$ cat src/rtl/scl_tg_pkg.sv
package scl_tg_pkg;

  localparam int unsigned BASE_CLKS    = 20;
  localparam int unsigned STEP_SHIFT   = 3;
  localparam int unsigned FALL_NS      = 35;
  localparam int unsigned RISE_NS      = 200;
  localparam int unsigned DLY_CH0_NS   = 50;
  localparam int unsigned DLY_OTHER_NS = 5;

  // Compensation term in internal clocks, rounded up.
  function automatic int unsigned edge_comp_clks(longint unsigned iclk_hz, int unsigned chan);
    longint unsigned span_ns;
    longint unsigned clks;
    span_ns = longint'(FALL_NS + RISE_NS + ((chan == 0) ? DLY_CH0_NS : DLY_OTHER_NS));
    clks = (span_ns * iclk_hz + 64'd999_999_999) / 64'd1_000_000_000;
    return 32'(clks);
  endfunction

endpackage

$ cat src/rtl/scl_cfg_hold.sv
module scl_cfg_hold #(
  parameter int unsigned W = 9
) (
  input  logic         clk,
  input  logic         rst_n,
  input  logic         run,
  input  logic         load,
  input  logic [W-1:0] cfg_in,
  output logic [W-1:0] cfg_q
);

  // Follows the input while idle; while running, adopts it only at period end.
  always_ff @(posedge clk or negedge rst_n) begin
    if (!rst_n)
      cfg_q <= '0;
    else if (!run || load)
      cfg_q <= cfg_in;
  end

endmodule

$ cat src/rtl/scl_prescaler.sv
module scl_prescaler #(
  parameter int unsigned PRE_W = 3
) (
  input  logic             clk,
  input  logic             rst_n,
  input  logic             run,
  input  logic [PRE_W-1:0] div_sel,
  output logic             iclk_en
);

  logic [PRE_W-1:0] pcnt;

  assign iclk_en = run && (pcnt == div_sel);

  // one enable every div_sel+1 system clocks.
  always_ff @(posedge clk or negedge rst_n) begin
    if (!rst_n)
      pcnt <= '0;
    else if (!run || iclk_en)
      pcnt <= '0;
    else
      pcnt <= pcnt + 1'b1;
  end

endmodule

$ cat src/rtl/scl_period_counter.sv
module scl_period_counter #(
  parameter int unsigned PER_W  = 6,
  parameter int unsigned CNT_W  = 10,
  parameter int unsigned F_CLKS = 5
) (
  input  logic             clk,
  input  logic             rst_n,
  input  logic             run,
  input  logic             step,
  input  logic [PER_W-1:0] scgd,
  output logic [CNT_W-1:0] pos,
  output logic             at_last,
  output logic [CNT_W-1:0] low_len,
  output logic [CNT_W-1:0] sda_pos
);

  import scl_tg_pkg::*;

  logic [CNT_W-1:0] per_len;
  logic [CNT_W:0]   per_up;

  // base + 8 per step + compensation.
  assign per_len = CNT_W'(BASE_CLKS + F_CLKS) + (CNT_W'(scgd) << STEP_SHIFT);
  assign per_up  = {1'b0, per_len} + 1'b1;
  assign low_len = per_up[CNT_W:1];
  assign sda_pos = low_len >> 1;
  assign at_last = (pos == per_len - 1'b1);

  always_ff @(posedge clk or negedge rst_n) begin
    if (!rst_n)
      pos <= '0;
    else if (!run)
      pos <= '0;
    else if (step)
      pos <= at_last ? '0 : pos + 1'b1;
  end

endmodule

$ cat src/rtl/scl_timing_gen.sv
module scl_timing_gen #(
  parameter longint unsigned ICLK_HZ = 16_000_000,
  parameter int unsigned     CHANNEL = 0,
  parameter int unsigned     PRE_W   = 3,
  parameter int unsigned     PER_W   = 6
) (
  input  logic                   clk,
  input  logic                   rst_n,
  input  logic                   enable,
  input  logic [PRE_W+PER_W-1:0] timing_cfg,
  output logic                   tick_fall,
  output logic                   tick_sda,
  output logic                   tick_rise,
  output logic                   scl_out
);

  import scl_tg_pkg::*;

  localparam int unsigned CFG_W      = PRE_W + PER_W;
  localparam int unsigned F_CLKS     = edge_comp_clks(ICLK_HZ, CHANNEL);
  localparam int unsigned MAX_PERIOD = BASE_CLKS + ((2**PER_W) - 1) * (2**STEP_SHIFT) + F_CLKS;
  localparam int unsigned CNT_W      = $clog2(MAX_PERIOD + 1);

  logic [CFG_W-1:0] act_cfg;
  logic             iclk_en;
  logic [CNT_W-1:0] pos;
  logic             at_last;
  logic [CNT_W-1:0] low_len;
  logic [CNT_W-1:0] sda_pos;
  logic             period_end;

  assign period_end = iclk_en && at_last;

  scl_cfg_hold #(.W(CFG_W)) i_hold (
    .clk    (clk),
    .rst_n  (rst_n),
    .run    (enable),
    .load   (period_end),
    .cfg_in (timing_cfg),
    .cfg_q  (act_cfg)
  );

  // divider select in the low field, period steps above it.
  scl_prescaler #(.PRE_W(PRE_W)) i_pre (
    .clk     (clk),
    .rst_n   (rst_n),
    .run     (enable),
    .div_sel (act_cfg[PRE_W-1:0]),
    .iclk_en (iclk_en)
  );

  scl_period_counter #(.PER_W(PER_W), .CNT_W(CNT_W), .F_CLKS(F_CLKS)) i_per (
    .clk     (clk),
    .rst_n   (rst_n),
    .run     (enable),
    .step    (iclk_en),
    .scgd    (act_cfg[CFG_W-1:PRE_W]),
    .pos     (pos),
    .at_last (at_last),
    .low_len (low_len),
    .sda_pos (sda_pos)
  );

  assign tick_fall = iclk_en && (pos == '0);
  assign tick_sda  = iclk_en && (pos == sda_pos);
  assign tick_rise = iclk_en && (pos == low_len);

  // registered line level, idle high.
  always_ff @(posedge clk or negedge rst_n) begin
    if (!rst_n)
      scl_out <= 1'b1;
    else if (!enable)
      scl_out <= 1'b1;
    else if (tick_fall)
      scl_out <= 1'b0;
    else if (tick_rise)
      scl_out <= 1'b1;
  end

endmodule

$ cat config.mk
export PLATFORM = sky130hd
export DESIGN_NAME = scl_timing_gen
export DESIGN_NICKNAME = d
export VERILOG_FILES = /design/src/rtl/scl_tg_pkg.sv /design/src/rtl/scl_cfg_hold.sv /design/src/rtl/scl_prescaler.sv /design/src/rtl/scl_period_counter.sv /design/src/rtl/scl_timing_gen.sv
export SDC_FILE = /design/constraint.sdc
export NUM_CORES = 1
export LEC_CHECK = 0
export ABC_CLOCK_PERIOD_IN_PS = 6700
export CAP_MARGIN = 20
export CORE_ASPECT_RATIO = 0.5
export CORE_UTILIZATION = 60
export DETAILED_ROUTE_END_ITERATION = 7
export DONT_BUFFER_PORTS = 1
export GPL_TIMING_DRIVEN = 0
export PLACE_DENSITY = 0.76
export SYNTH_ARGS = -nofsm -noshare
export SYNTH_HDL_FRONTEND = slang
export SYNTH_SLANG_ARGS = --single-unit
export TNS_END_PERCENT = 1
$ cat constraint.sdc
create_clock -name clk -period 6.7 [get_ports clk]
set_input_delay 1.34 -clock clk [delete_from_list [all_inputs] [get_ports clk]]
set_output_delay 1.34 -clock clk [all_outputs]
set_load 0.01 [all_outputs]
==> impl_metrics.yaml <==
outcome:
  outcome: "finished clean"
worst_setup_path:
  crit_arrival_ns: 2.79
  critPathSlowestCell: "or4_4"
  slowest_delay_ns: 0.63
  cp.buffers_inverters: 1
  cp_max_fo: 9
  critPathKind: "input pin to output pin"
  ff2ff_path_depth: 7
  path_cells: "clkinv_1 -> or4_4 -> nor4_1"
  crit_cells: 3
  cp-end-kind: "output pin"
  cp_top_family: "simple AND/OR/NAND/NOR gates"
  critPathRequiredTime_ns: 5.36
  startpoint_type: "input pin"
layout:
  syn_to_final_growth_pct: 5.03
  drive_above_1_share_pct: 13.8
  diodes: 0
  fin_nets: 265
  stdcell_count: 295
global_route:
  grt_pass1_wl_um: 9290
  grt_overflow: 0
  antenna_found_initial: 0
  grt_use_total_pct: 32.8
  grt_pass1_vias: 1868
  grt_max_degree: 24
sta:
  tightest_slew_ns: 0.540
  setup_viol: 0
  drv_slew: 0
  final_hold_viol_count: 0
  rsz0062_at_grt: "false"
  period_needed_ns: 4.13
  finalSetupTns_ns: 0
  holdWs_ns: 0.480
  period_share_pct: 61.6
  fin_ws_ns: 2.57
  slew_headroom_pct: 63.6
  skew_ns: 0.00425
  max_freq_mhz: 242
routing:
  ant_nets: 0
  drt_iter0_drc: 178
  num_vias: 1957
  wire_per_inst_um: 19.3
  viasPerCell: 6.63
  totalWireLength_um: 5690
  dr.pass1.iters: 5
  drcViolationCount: 0
synthesis:
  synthDistinctLibCells: 51
  synth_edf_count: 0
  ys_seq_area_share_pct: 26.7
  avgSynthCellArea_um2: 8.90
  synthesis.nets: 260
  synth-async-reset-ratio_pct: 100
  synthCells: 243
  ys_ff_latch: 23
  yosysWarningCount: 0
  synthesis.area_um2: 2160
  synth_ff_type: "dfrtp_1"
floorplan:
  core-area_um2: 3210
  rows: 14
  dieArea_um2: 3860
  start_util_pct: 67.4
  fp.dieW_um: 86.9
  ioPinCount: 16
  die_y_um: 44.4
worst_hold_path:
  hold_path_depth: 1
  hp-class: "flip-flop to flip-flop"
power:
  p_per_area_nw_per_um2: 397
  power_leakage_uw: 0.000907
  power_uw: 901
  ir_worst_vdd_mv: 0.210
clock_network:
  cts_resized: 0
  clock_sinks: 23
  clock_path_buffers: 2
  cts_root_buffer: "clkbuf_8"
  cts_buffers: 3
  cts.htree.levels: 1
  cts_tree: "yes"
  clk_pin_slew_ns: 0.09
  cts_hold_buf: 0
  post_cts_buffers: 0
  clock_latency_ns: 0.28
placement:
  portBuffers: 0
  gp_congestion: 0.902
  hpwl_um: 4090
  place_ws_ns: 2.60
  dpl.cell_count: 291
run:
  maxCapViolations: 0
[cells by family after synthesis]
family / Yosys count / share of synthesized area, %
simple gates: 97 / 26.2
compound gates: 53 / 17.9
buf+inv: 33 / 11.2
xor+xnor: 25 / 11.7
flops: 23 / 26.7
mux: 7 / 3.36
fa+ha+maj: 5 / 2.89
[path summary, 6_finish.rpt]
| kind | from | end | slack, ns |
|---|---|---|---|
| setup / recovery | enable | tick_sda | 2.57 |
| hold / removal | i_pre.pcnt[0] | i_pre.pcnt[0] | 0.48 |
| setup reg to reg | i_per.pos[1] | i_per.pos[0] | 4.33 |
| hold reg to reg | i_pre.pcnt[0] | i_pre.pcnt[0] | 0.48 |
| max in group asynchronous | rst_n | scl_out | 5.79 |
| min in group asynchronous | rst_n | i_per.pos[8] | 0.74 |
[cell usage in the layout, fill, tap and decap left out, drive strengths merged, types with 5 or more instances in the layout]
cell type | Yosys | final
a21oi | 8 | 8
a31oi | 11 | 11
and3 | 13 | 13
buf | 5 | 5
clkbuf | 19 | 22
dfrtp | 22 | 22
ha | 5 | 5
inv | 8 | 8
mux2i | 5 | 5
nand2 | 18 | 18
nand3 | 23 | 23
nor2 | 12 | 12
nor3 | 6 | 6
o211ai | 10 | 10
o2bb2ai | 9 | 9
xnor2 | 17 | 17
xor2 | 6 | 6
[power by group]
group | switching, uW | leakage, uW | internal (uW)
logic | 356 | 0.000606 | 244
clock network | 53.2 | 0.0000217 | 42.3
registers | 31.5 | 0.000280 | 175
[metal layers]
layer	vias up	track usage (%)	share of wire (%)
li1	906	-	-
met3	10	7.09	10
met2	105	52.8	44
met5	-	0	0
met1	936	47.0	45
met4	0	4.00	0.97
[sequential cells by signal (all words and copies together), names as in the netlist]
signal / cells
i_hold.cfg_q: 9
i_per.pos: 10
i_pre.pcnt: 3
scl_out: 1
[cells in the mapped netlist (all sizes together), types with 3 or more instances]
master,n,area [um2]
nand3,23,115
dfrtp,22,551
clkbuf,19,181
nand2,18,67.6
xnor2,17,156
and3,13,81.3
nor2,12,47.6
a31oi,11,68.8
o211ai,10,75.1
o2bb2ai,9,78.8
a21oi,8,40.0
inv,8,30.0
nor3,6,35.0
xor2,6,52.6
buf,5,27.5
ha,5,62.6
mux2i,5,50.1
nand2b,3,18.8
nand4,3,18.8
nor4,3,25.0
nor4b,3,45.0
nor4bb,3,30.0
o21ai,3,15.0
[cell type report]
| cell class | count | area [um2] |
|---|---|---|
| inverter | 9 | 33.8 |
| fill | 250 | 935 |
| tap | 48 | 60.1 |
| sequential | 23 | 577 |
| clock buffer | 3 | 41.3 |
| clock inverter | 1 | 7.51 |
| multi-input combinational | 187 | 1340 |
| buffer | 24 | 209 |
[stage by stage]
stage | area, um2 | util [%]
3_3_place_gp | 2220 | 69.3
6_report | 2270 | 70.8
5_1_grt | 2270 | 70.8
4_1_cts | 2270 | 70.8
3_5_place_dp | 2220 | 69.3
2_1_floorplan | 2160 | -
[worst reg2reg max path, stage by stage, from the launching register on]
cell and delay (ns):
dfrtp_1 0.45, inv_1 0.15, ha_1 0.15, or2b_2 0.34, nor3_1 0.29, nand3_1 0.22, nor3_2 0.47, o22ai_1 0.18
(Power assumes the default switching activity.)
